`config.mk`:
```
export PLATFORM = sky130hd
export DESIGN_NAME = rx_ring_mgr
export DESIGN_NICKNAME = d
export VERILOG_FILES = /design/src/rtl/rx_ring_pkg.sv /design/src/rtl/rx_ring_page_adv.sv /design/src/rtl/rx_ring_hdr_mux.sv /design/src/rtl/rx_ring_mgr.sv
export SDC_FILE = /design/constraint.sdc
export NUM_CORES = 1
export LEC_CHECK = 0
export ABC_AREA = 1
export ABC_CLOCK_PERIOD_IN_PS = 2100
export BUFFER_PORTS_ARGS = -buffer_cell sky130_fd_sc_hd__buf_2
export CORE_UTILIZATION = 40
export DETAILED_ROUTE_END_ITERATION = 12
export SYNTH_ARGS = -nofsm -noshare
export SYNTH_HDL_FRONTEND = slang
export SYNTH_SLANG_ARGS = --single-unit
export TNS_END_PERCENT = 100
```
`constraint.sdc`:
```
create_clock -name clk -period 2.1 [get_ports clk]
set_input_delay 0.525 -clock clk [delete_from_list [all_inputs] [get_ports clk]]
set_output_delay 0.525 -clock clk [all_outputs]
set_load 0.1 [all_outputs]
```
`src/rtl/rx_ring_pkg.sv`:
```
package rx_ring_pkg;
    typedef enum logic [1:0] {
        ST_IDLE,
        ST_DATA,
        ST_HDR,
        ST_DROP
    } ring_st_e;

    localparam int HDR_LEN = 4;
    localparam int BYTE_W  = 8;
endpackage

```
`src/rtl/rx_ring_page_adv.sv`:
```
module rx_ring_page_adv #(
    parameter int PAGE_W = 8
) (
    input  logic [PAGE_W-1:0] pg_in,
    input  logic [PAGE_W-1:0] first_pg,
    input  logic [PAGE_W-1:0] last_pg,
    output logic [PAGE_W-1:0] pg_out
);
    logic [PAGE_W-1:0] inc;

    always_comb begin
        inc    = pg_in + 1'b1;
        pg_out = (inc == last_pg) ? first_pg : inc;
    end
endmodule

```
`src/rtl/rx_ring_hdr_mux.sv`:
```
module rx_ring_hdr_mux #(
    parameter int PAGE_W = 8,
    parameter int IDX_W  = 2
) (
    input  logic [IDX_W-1:0]  idx,
    input  logic [7:0]        stat,
    input  logic [PAGE_W-1:0] nxt_pg,
    input  logic [15:0]       len,
    output logic [7:0]        hbyte
);
    always_comb begin
        unique case (idx)
            2'd0:    hbyte = stat;
            2'd1:    hbyte = 8'(nxt_pg);
            2'd2:    hbyte = len[7:0];
            default: hbyte = len[15:8];
        endcase
    end
endmodule

```
`src/rtl/rx_ring_mgr.sv`:
```
module rx_ring_mgr
    import rx_ring_pkg::*;
#(
    parameter int PAGE_W = 8
) (
    input  logic                clk,
    input  logic                rst_n,
    input  logic [PAGE_W-1:0]   cfg_first_pg,
    input  logic [PAGE_W-1:0]   cfg_last_pg,
    input  logic [PAGE_W-1:0]   host_bnd_pg,
    input  logic                rx_start,
    input  logic                rx_vld,
    input  logic [7:0]          rx_data,
    input  logic                rx_end,
    input  logic                rx_good,
    input  logic [7:0]          rx_stat,
    output logic                mem_we,
    output logic [PAGE_W+7:0]   mem_addr,
    output logic [7:0]          mem_wdata,
    output logic [PAGE_W-1:0]   cur_pg,
    output logic                ring_ovf
);
    localparam int OFF_W  = 8;
    localparam int CNT_W  = 2 * BYTE_W;
    localparam int IDX_W  = $clog2(HDR_LEN);

    ring_st_e            state_q, state_d;
    logic [PAGE_W-1:0]   cur_q, pg_q, nxt_q, pg_adv;
    logic [OFF_W-1:0]    off_q;
    logic [CNT_W-1:0]    cnt_q;
    logic [IDX_W-1:0]    hidx_q;
    logic [7:0]          stat_q, hbyte;
    logic                ovf_q;
    logic                start_full, data_hit;

    rx_ring_page_adv #(.PAGE_W(PAGE_W)) u_adv (
        .pg_in    (pg_q),
        .first_pg (cfg_first_pg),
        .last_pg  (cfg_last_pg),
        .pg_out   (pg_adv)
    );

    rx_ring_hdr_mux #(.PAGE_W(PAGE_W), .IDX_W(IDX_W)) u_hdr (
        .idx    (hidx_q),
        .stat   (stat_q),
        .nxt_pg (nxt_q),
        .len    (cnt_q),
        .hbyte  (hbyte)
    );

    assign start_full = (cur_q == host_bnd_pg);
    assign data_hit   = (off_q == '0) && (pg_q == host_bnd_pg);

    // next-state logic
    always_comb begin
        state_d = state_q;
        unique case (state_q)
            ST_IDLE: if (rx_start) state_d = start_full ? ST_DROP : ST_DATA;
            ST_DATA: begin
                if (rx_end)                  state_d = rx_good ? ST_HDR : ST_IDLE;
                else if (rx_vld && data_hit) state_d = ST_DROP;
            end
            ST_HDR:  if (hidx_q == IDX_W'(HDR_LEN - 1)) state_d = ST_IDLE;
            ST_DROP: if (rx_end) state_d = ST_IDLE;
            default: state_d = ST_IDLE;
        endcase
    end

    // state register
    always_ff @(posedge clk) begin
        if (!rst_n) state_q <= ST_IDLE;
        else        state_q <= state_d;
    end

    // datapath registers
    always_ff @(posedge clk) begin
        if (!rst_n) begin
            cur_q  <= cfg_first_pg;
            pg_q   <= '0;
            off_q  <= '0;
            cnt_q  <= '0;
            hidx_q <= '0;
            nxt_q  <= '0;
            stat_q <= '0;
            ovf_q  <= 1'b0;
        end else begin
            unique case (state_q)
                ST_IDLE: begin
                    if (rx_start) begin
                        ovf_q <= start_full;
                        pg_q  <= cur_q;
                        off_q <= OFF_W'(HDR_LEN);
                        cnt_q <= '0;
                    end
                end
                ST_DATA: begin
                    if (rx_end) begin
                        stat_q <= rx_stat;
                        nxt_q  <= (off_q == '0) ? pg_q : pg_adv;
                        hidx_q <= '0;
                    end else if (rx_vld) begin
                        if (data_hit) begin
                            ovf_q <= 1'b1;
                        end else begin
                            off_q <= off_q + 1'b1;
                            cnt_q <= cnt_q + 1'b1;
                            if (off_q == '1) pg_q <= pg_adv;
                        end
                    end
                end
                ST_HDR: begin
                    hidx_q <= hidx_q + 1'b1;
                    if (hidx_q == IDX_W'(HDR_LEN - 1)) cur_q <= nxt_q;
                end
                default: ;
            endcase
        end
    end

    // outputs
    always_comb begin
        mem_we    = 1'b0;
        mem_addr  = {pg_q, off_q};
        mem_wdata = rx_data;
        unique case (state_q)
            ST_DATA: mem_we = rx_vld && !rx_end && !data_hit;
            ST_HDR: begin
                mem_we    = 1'b1;
                mem_addr  = {cur_q, OFF_W'(hidx_q)};
                mem_wdata = hbyte;
            end
            default: ;
        endcase
        cur_pg   = cur_q;
        ring_ovf = ovf_q;
    end
endmodule

```
==> summary by stage <==
Run status
The run finished, with violations left. The checks that failed: setup timing.

Pwr
The worst voltage drop across the vdd grid is 1.00 mV. Net switching is 50.0% of the power. Of the total power, registers draw 19.1%. The power per cell area is 1270 nW/um2. The internal portion of the total power is 4.22 mW. The post-route total power is 8.44 mW.

The combinational share of power is 67.2%. Summed over all nets, the switching power comes to 4.22 mW. The clock network accounts for 13.7% of the total power.

The static leakage is 2.68 nW.

Drt
The routed layout has 5,038 vias. After detailed routing, the average wire length per cell comes to 16.2 um. The number of nets with antenna violations after routing is 0. Summed over all layers, the routed wires come to 15,300 um. After the first detailed-routing iteration, the DRC count stood at 326. The first detailed-routing pass ran for 5 iterations.

The post-detailed-route DRC marker count is 0. The via density per instance is 5.32.

Clock tree
The count of clock tree sinks is 61. After clock tree synthesis, the clock-pin slew on the worst setup and hold paths is 70 ps. The maximum clock path buffer count is 2. TritonCTS built the clock tree. CTS built an H-tree with a depth of 3.

The clock root buffer is sky130_fd_sc_hd__clkbuf_8. The number of buffers created by CTS is 9. The clock insertion delay at the later pin of the skew report is 350 ps.

STA
Hold timing on the final database bottoms out at a slack of 431 ps. For the pin with the worst max-slew slack, the measured transition is 490 ps. The highest attainable clock frequency is 420 MHz.

The clock arrives with 14.0 ps of skew. The worst setup margin is -279 ps. The worst path uses 113% of the clock period. The total negative slack is -2790 ps.

The final critical delay including setup and external delays is 2380 ps. In this run the tightest slew margin relative to its limit is 67.6%. The number of hold violations in the final report is 0. The final count of pins violating max slew is 0.

The total of endpoints with negative setup slack in the final report is 24. Setup repair after global routing could not meet its margin everywhere.

Global routing
The initial antenna violation count came to 0. Global routing consumed, on the met2 layer, 44.3% of the routing resources. The number of global-route vias before repair came to 4,655. The total global routing track utilization is 26.2%. The routing usage on met3 is 2.88%. Entering global routing, the biggest net connects 31 pins. The residual overflow from global routing is 0. The global-route wire length before repair is 23,200 um. In the global route stage, met1 resource usage came out at 34.2%. The layer flagged by global routing as most heavily used is met2.

Synthesis
The share of the Yosys chip area taken by registers is 29.9%. Yosys mapped a number of flops with a built-in enable equal to 8. The area fraction of the dominant cell type after synthesis is 24.4%.

The share of async-settable or async-resettable flops after synthesis is 0%. Summing every instance area after synthesis gives 4350 um2. The most numerous cell in the Yosys netlist is sky130_fd_sc_hd__nand2_1. The multiplexer fraction of the synthesized cell area is 0%. The top cell type by total area after synthesis is sky130_fd_sc_hd__dfxtp_1. Counting instances in the post-synthesis netlist gives the leading cell types as sky130_fd_sc_hd__nand2_1, sky130_fd_sc_hd__nor2_1, sky130_fd_sc_hd__inv_1, sky130_fd_sc_hd__dfxtp_1, sky130_fd_sc_hd__nand3_1.

Of the total synthesized cell area, the portion taken by AND, OR, NAND and NOR gates is 36.5%. The flip-flop and latch count after synthesis is 61. The parity-gate share of the synthesized area counting xor and xnor cells is 6.24%.

The adder-cell share of the synthesized area is 3.45%. Yosys printed 0 warnings. The synthesized net count is 724. The most common flop cell mapped by yosys is sky130_fd_sc_hd__dfxtp_1. The synthesized netlist contains 43 unique library cells.

The number of cells produced by synthesis is 666. After synthesis, the largest family of logic cells by area is simple AND/OR/NAND/NOR gates. The post-synthesis area per instance is 6.54 um2.

The post-synthesis compound-gate area fraction is 15.5%. After synthesis, the cell types taking the most area are sky130_fd_sc_hd__dfxtp_1, sky130_fd_sc_hd__nand2_1, sky130_fd_sc_hd__nand3_1.

Critical path
The largest driver fanout on the critical path is 2. In this run the worst setup path begins at off_q[0]. The data required time at the worst endpoint is 1570 ps. In this run the critical register-to-register path is launched from state_q[0]. The type of destination of the critical path is a primary output. The category of the critical setup timing path is flip-flop to primary output. The arrival time of data at the critical path endpoint is 1850 ps. The kind of start point of the critical path is a flip-flop.

Finish
The area growth from synthesis to layout is 52.7%. Of the cells placed in the final design, the portion with a size suffix greater than 1 is 33.9%. Summing all non-filler instances in the final layout gives an area of 6650 um2. The final-stage net count is 864. The utilization of the core after routing is 63.8%. The post-layout instance count excluding filler cells is 947. The number of antenna diodes is 0.

Place
The placement-stage worst setup slack is -109 ps. The count of placed standard cells including taps is 901. The cell area reported after detailed placement is 5720 um2.

During placement, the flow inserted port buffers numbering 79. Summed over all nets, the half-perimeter wirelength after detailed placement is 10,700 um. The congestion estimate from routability-driven global placement came to 0.868.

Flow run
The number of max-cap violations is 0.

Floorplan
The floorplan has 37 rows. Pin placement for this block handled 80 I/O pins. The total area inside the core boundary comes to 10,400 um2.

The die span in y is 106 um. Measured along the x axis, the die boundary spans 106 um. The full die area is 11,300 um2. The initial cell density of the core is 41.8%.

Hold path
The hold path startpoint is rx_stat[0]. The min-delay analysis places its worst path in the category input pin to flip-flop.
[kinds of logic after synthesis]
| logic type | count (synthesis) |
|---|---|
| buffers and inverters | 88 |
| flip-flops | 61 |
| adder cells (fa/ha/maj) | 12 |
| XOR/XNOR | 31 |
| AND/OR/NAND/NOR | 357 |
| AO/OA/AOI/OAI | 117 |
[sequential cells by signal (all words and copies together), names as in the netlist]
register  cells
nxt_q         8
cnt_q        16
off_q         8
stat_q        8
ring_ovf      1
cur_pg        8
pg_q          8
hidx_q        2
state_q       2
[final timing paths]
kind / cells past startpoint / slack (ps) / endpoint
setup / recovery: 9 / -280 / mem_we
hold / removal: 3 / 430 / stat_q[0]
setup reg to reg: 13 / 40 / pg_q[1]
hold reg to reg: 2 / 480 / stat_q[3]
[per-layer routing]
metal | vias to the layer above | share of wire [%]
li1 | 2477 | -
met1 | 2318 | 43
met2 | 219 | 47
met3 | 24 | 7.6
met4 | 0 | 1.9
met5 | - | 0
[final cells by class]
class / count / area [um2]
clock buffers: 9 / 124
flip-flops and latches: 61 / 1320
repair buffers: 156 / 1510
inverters: 60 / 240
well taps: 136 / 170
clock inverters: 7 / 90.1
fillers: 932 / 3770
multi-input cells: 518 / 3190
[layout by cell type (no fill, tap or decap), types with 3 or more instances in the layout]
cell type / n
sky130_fd_sc_hd__nor2_1: 60
sky130_fd_sc_hd__dfxtp_2: 8
sky130_fd_sc_hd__edfxtp_1: 8
sky130_fd_sc_hd__a41oi_2: 5
sky130_fd_sc_hd__nand4_1: 11
sky130_fd_sc_hd__inv_2: 11
sky130_fd_sc_hd__a211oi_1: 8
sky130_fd_sc_hd__clkbuf_8: 9
sky130_fd_sc_hd__xnor2_1: 15
sky130_fd_sc_hd__buf_6: 7
sky130_fd_sc_hd__o21ai_1: 5
sky130_fd_sc_hd__ha_4: 7
sky130_fd_sc_hd__o21ai_4: 9
sky130_fd_sc_hd__nor2_2: 7
sky130_fd_sc_hd__ha_1: 5
sky130_fd_sc_hd__nand2_1: 185
sky130_fd_sc_hd__inv_1: 47
sky130_fd_sc_hd__o21ai_0: 27
sky130_fd_sc_hd__buf_12: 31
sky130_fd_sc_hd__nand3_2: 8
sky130_fd_sc_hd__nand3_1: 49
sky130_fd_sc_hd__a21oi_1: 44
sky130_fd_sc_hd__xor2_1: 16
sky130_fd_sc_hd__buf_2: 54
sky130_fd_sc_hd__buf_4: 60
sky130_fd_sc_hd__nand2_2: 8
sky130_fd_sc_hd__o22ai_4: 6
sky130_fd_sc_hd__nand2_8: 3
sky130_fd_sc_hd__dfxtp_1: 42
sky130_fd_sc_hd__dfxtp_4: 3
sky130_fd_sc_hd__nor2_4: 8
sky130_fd_sc_hd__nor3_1: 9
[power by group through the flow]
stage          sequential [mW]  clock [mW]  combinational [mW]
4_1_cts                   1.58        1.17                5.23
5_1_grt                   1.63        1.21                5.97
3_3_place_gp              1.59           0                4.77
3_5_place_dp              1.60           0                4.80
6_report                  1.61        1.16                5.67
2_1_floorplan             1.68           0                3.11
[critical path, stage by stage (launching register included)]
cell                      delay, ps
sky130_fd_sc_hd__dfxtp_2        330
sky130_fd_sc_hd__inv_2           80
sky130_fd_sc_hd__ha_4           150
sky130_fd_sc_hd__nand3_4         80
sky130_fd_sc_hd__nor2_4         140
sky130_fd_sc_hd__nand4_1        130
sky130_fd_sc_hd__o21ai_2        170
sky130_fd_sc_hd__nor2_1          60
sky130_fd_sc_hd__o21a_2         210
sky130_fd_sc_hd__buf_12         160
[timing repair]
item	CTS	global route
hold buffers	0	0
pin swaps	20	23
gates resized for setup	50	56
endpoints found under the setup margin	21	45
buffers inserted	17	13
gates cloned	2	1
Power figures use the tool's default switching activity.
